===== src/rtl/audio_slot_fifo.sv =====
`timescale 1ns/1ps
module audio_slot_fifo #(
  parameter int W     = 20,
  parameter int DEPTH = 3,
  parameter bit IS_TX = 1'b1
) (
  input  logic         clk,
  input  logic         rst_n,
  input  logic         en,
  input  logic         halt_en,
  input  logic         err_clr,
  output logic         dma_req,
  input  logic         dma_ack,
  input  logic [W-1:0] dma_wdata,
  output logic [W-1:0] dma_rdata,
  input  logic         link_stb,
  input  logic [W-1:0] link_wdata,
  output logic         link_valid,
  output logic [W-1:0] link_rdata,
  output logic         underrun,
  output logic         overrun
);
  localparam int AW = (DEPTH > 1) ? $clog2(DEPTH) : 1;
  localparam int CW = $clog2(DEPTH + 1);

  logic [W-1:0]  mem [DEPTH];
  logic [AW-1:0] wptr, rptr;
  logic [CW-1:0] count;
  logic          primed, halted;

  wire full  = (count == CW'(DEPTH));
  wire empty = (count == '0);

  wire push = en & !full & (IS_TX ? dma_ack : link_stb);
  wire pop  = en & !empty & (IS_TX ? (link_stb & primed) : dma_ack);
  wire under_ev = IS_TX & en & link_stb & primed & empty;
  wire over_ev  = !IS_TX & en & link_stb & full;
  wire [W-1:0] push_data = IS_TX ? dma_wdata : link_wdata;
  wire [W-1:0] head = mem[rptr];

  function automatic logic [AW-1:0] adv(input logic [AW-1:0] p);
    return (p == AW'(DEPTH - 1)) ? '0 : p + 1'b1;
  endfunction

  assign dma_req   = en & !halted & (IS_TX ? !full : !empty);
  assign dma_rdata = IS_TX ? '0 : head;

  always_ff @(posedge clk)
    if (push) mem[wptr] <= push_data;

  always_ff @(posedge clk or negedge rst_n) begin
    if (!rst_n) begin
      wptr <= '0; rptr <= '0; count <= '0; primed <= 1'b0; halted <= 1'b0;
    end else if (!en) begin
      wptr <= '0; rptr <= '0; count <= '0; primed <= 1'b0; halted <= 1'b0;
    end else begin
      if (push) wptr <= adv(wptr);
      if (pop)  rptr <= adv(rptr);
      count  <= count + CW'(push) - CW'(pop);
      primed <= primed | full;
      halted <= halted | (halt_en & (under_ev | over_ev));
    end
  end

  always_ff @(posedge clk or negedge rst_n) begin
    if (!rst_n) begin
      underrun <= 1'b0; overrun <= 1'b0;
    end else begin
      underrun <= under_ev | (underrun & !err_clr);
      overrun  <= over_ev  | (overrun  & !err_clr);
    end
  end

  generate
    if (IS_TX) begin : g_tx_out
      always_ff @(posedge clk or negedge rst_n) begin
        if (!rst_n) begin
          link_valid <= 1'b0; link_rdata <= '0;
        end else if (!en) begin
          link_valid <= 1'b0; link_rdata <= '0;
        end else if (link_stb) begin
          link_valid <= pop;
          link_rdata <= pop ? head : '0;
        end
      end
    end else begin : g_rx_out
      assign link_valid = 1'b0;
      assign link_rdata = '0;
    end
  endgenerate
endmodule


===== config.mk =====
export PLATFORM = sky130hd
export DESIGN_NAME = audio_slot_fifo
export DESIGN_NICKNAME = d
export VERILOG_FILES = /design/src/rtl/audio_slot_fifo.sv
export SDC_FILE = /design/constraint.sdc
export NUM_CORES = 1
export LEC_CHECK = 0
export BUFFER_PORTS_ARGS = -buffer_cell sky130_fd_sc_hd__buf_4
export CORE_MARGIN = 1
export CORE_UTILIZATION = 45
export CTS_CLUSTER_DIAMETER = 200
export CTS_CLUSTER_SIZE = 16
export DETAILED_ROUTE_END_ITERATION = 7
export PLACE_DENSITY = 0.69
export RECOVER_POWER = 50
export SYNTH_ARGS = -nofsm -noshare
export SYNTH_HDL_FRONTEND = slang
export SYNTH_SLANG_ARGS = --single-unit

===== constraint.sdc =====
create_clock -name clk -period 4.43 [get_ports clk]
set_input_delay 0.443 -clock clk [delete_from_list [all_inputs] [get_ports clk]]
set_output_delay 0.443 -clock clk [all_outputs]
set_load 0.05 [all_outputs]

==> impl_results.md <==
- Status: complete, but fails checks
- Violated checks: capacitance limit, slew limit
- Largest net degree at the start of global routing: 32
- Critical Path End Type: flip-flop
- Synth warnings: 0
- Avg Cell Area, Syn: 15.30 sq um
- Routed via count: 1924
- Crit Path Category: reg -> reg
- Vias in the first global route: 1932
- Grt ovf: 0
- Synth top area share: 49.08%
- Clock sink count: 91
- Synth area leader: edfxtp_1
- Crit path launch type: flip-flop
- Count leader, synth: edfxtp_1
- Post-synth EDFFs: 60
- Multiplexer share of the synthesized area: 12.13%
- Worst-path clk slew: 0.08 ns
- Distinct cell type count after synthesis: 29
- Post-synthesis register bit count: 91
- Die Wd: 92.32 um
- CTS tree: yes
- FMAX: 435.0 MHz
- Worst slew pin tran: 1.746 ns
- Tot GR Track Use: 15.63%
- CTS buffer count: 9
- First-pass GRT wire length: 9756 um
- Die Ht: 92.32 um
- Nets@finish: 343
- Adder-cell area share of the yosys netlist: 0.6817%
- Total power: 1.592 mW
- Hold/Removal Path Class: in -> reg
- Number of max-cap violations: 1
- Post-CTS sizing: 0
- Slew margin rel.: -16.39%
- Largest cells by area after synthesis: edfxtp_1 49%, dfrtp_1 21%, mux2_2 6.1%
- Multi-input gate area: 930.9 sq um
- Sequential area share after synthesis: 70.21%
- FP Rows: 32
- Setup violators final: 0
- Core area: 7807 sq um
- Post-synth top cells: 60 x edfxtp_1, 31 x dfrtp_1, 26 x nand2_1
- Compound-cell area share of the yosys netlist: 4.363%
- Xor/xnor cell area share of the yosys netlist: 0.4772%
- Die Area: 8523 sq um
- H-tree depth: 3
- Cells after synthesis: 240
- Hold Fails Final Rpt: 0
- Crit path max fanout: 26
- Area Growth Syn to Fin: 12.85%
- Clk_skew: 0.005313 ns
- Post-Place Cells: 385
- TritonRoute pass-1 iters: 4
- Clock Latency Late Sink: 0.35 ns
- Share of layout cells above drive strength 1: 22.74%
- Fill cell count: 670
- Routed Antenna Nets: 0
- RePlAce Congestion: 0.7101
- Initial antenna violation count: 0
- Asr flop ratio synth: 34.07%
- Worst EP arrival: 2.54 ns
- VDD IR max: 0.0002081 V
- Initial Util: 47.02%
- Wire per inst: 15.26 um
- Static leakage: 1.565 nW
- Power Density: 384.4 nW/um^2
- Vias per cell: 4.798
- Top_reg_cell synth: edfxtp_1
- Tmin final: 2.299 ns
- Buffers on Ports: 50
- Initial drt markers: 117
- CTS max path bufs: 2
- Synthesized area: 3671 sq um
- HPWL after DPL: 3749 um
- RSZ-0062 raised after global routing: false
- Ant diodes: 0
- Req. time, crit path: 4.67 ns
- DRC errors left: 0
- Layout Cells excl Fill: 401
- Root Buffer: clkbuf_8
- Crit share post-route: 51.89%
- Ports: 91
- Hold Buf Count CTS: 0
- Simple-gate share of the synthesized area: 5.453%
- DRT Wirelength: 6119 um
- Max-slew violations: 32
- Largest family of logic cells by synthesized area: multiplexers
- Setup TNS: 0 ns
- Post-CTS Setup Bufs: 0
- Register area: 2577 sq um
metrics by stage:
step                setup WS [ns]  hold slack, ns  area, sq um  utilization [%]
floorplan                   1.738          0.1474         3742                -
global placement            2.148          0.4179         4058            51.97
detailed placement          2.110          0.4216         4058            51.97
CTS                         2.096         0.03558         4249            54.42
global route                1.938          0.2529         4143            53.06
finish                      2.131          0.2541         4143            53.06
cells by family (layout without fill, tap and decap cells):
logic type	count (synthesis)	in the layout
AOI/OAI and AO/OA	26	26
xor gates and xnor gates	2	2
adders and majority gates	2	2
buffers and inverters	33	73
DFF	91	91
muxes	42	42
other	1	20
and+or+nand+nor	43	43
routing by layer:
| metal | wire length, um | track usage, % |
|---|---|---|
| met3 | 225 | 3.202 |
| met1 | 2744 | 19.24 |
| met5 | 0 | 0 |
| met4 | 99 | 7.813 |
| met2 | 3050 | 26.17 |
worst max-delay path, cell delays in order, from the launching register on:
cell and delay (ns):
dfrtp_1 0.48, o2111ai_4 0.68, inv_1 0.11, ha_1 0.31, inv_1 0.04, ha_1 0.18, xnor2_1 0.13, xnor2_1 0.12
and2_1 0.15
power breakdown:
part | total, mW | switching (mW) | leakage, nW | internal [mW]
Combinational | 0.108 | 0.0823 | 0.495 | 0.0260
Clock | 0.542 | 0.283 | 0.0931 | 0.259
Sequential | 0.943 | 0.00897 | 0.978 | 0.934
final cells by class:
cell class	count	area share [%]
clock inverters	7	1.631
well taps	102	3.081
clock buffers	9	2.990
inverters	3	0.2718
multi-input cells	135	22.47
flip-flops and latches	91	62.22
repair buffers	54	7.339
path summary, 6_finish.rpt:
path,endpoint,start,slack [ns],cells after the start
max in group asynchronous,link_rdata[11]$_DFFE_PN0P_,rst_n,2.88,1
setup reg to reg,count[1]$_DFF_PN0_,count[1]$_DFF_PN0_,2.13,8
setup / recovery,count[1]$_DFF_PN0_,count[1]$_DFF_PN0_,2.13,8
hold / removal,overrun$_DFF_PN0_,err_clr,0.25,2
hold reg to reg,link_valid$_DFFE_PN0P_,link_valid$_DFFE_PN0P_,0.48,2
min in group asynchronous,link_rdata[3]$_DFFE_PN0P_,rst_n,0.55,1
cell usage in the layout (no fill, tap or decap), types with 3 or more instances in the layout:
cell type | synthesis | layout
mux2i_1 | 22 | 22
clkbuf_1 | 0 | 27
o21ai_0 | 4 | 4
clkbuf_8 | 0 | 9
o21ai_1 | 17 | 17
mux2_2 | 20 | 20
nand3_1 | 3 | 4
buf_4 | 22 | 27
dfrtp_1 | 31 | 31
edfxtp_1 | 60 | 60
conb_1 | 1 | 20
nand2_1 | 26 | 26
inv_1 | 3 | 3
flip-flops by register name, indices dropped and copies added (netlist names):
name and count:
halted 1, mem 60, rptr 2, link_valid 1, underrun 1, overrun 1
wptr 2, count 2, primed 1, link_rdata 20
No activity file was read; power rests on OpenSTA's default activity.
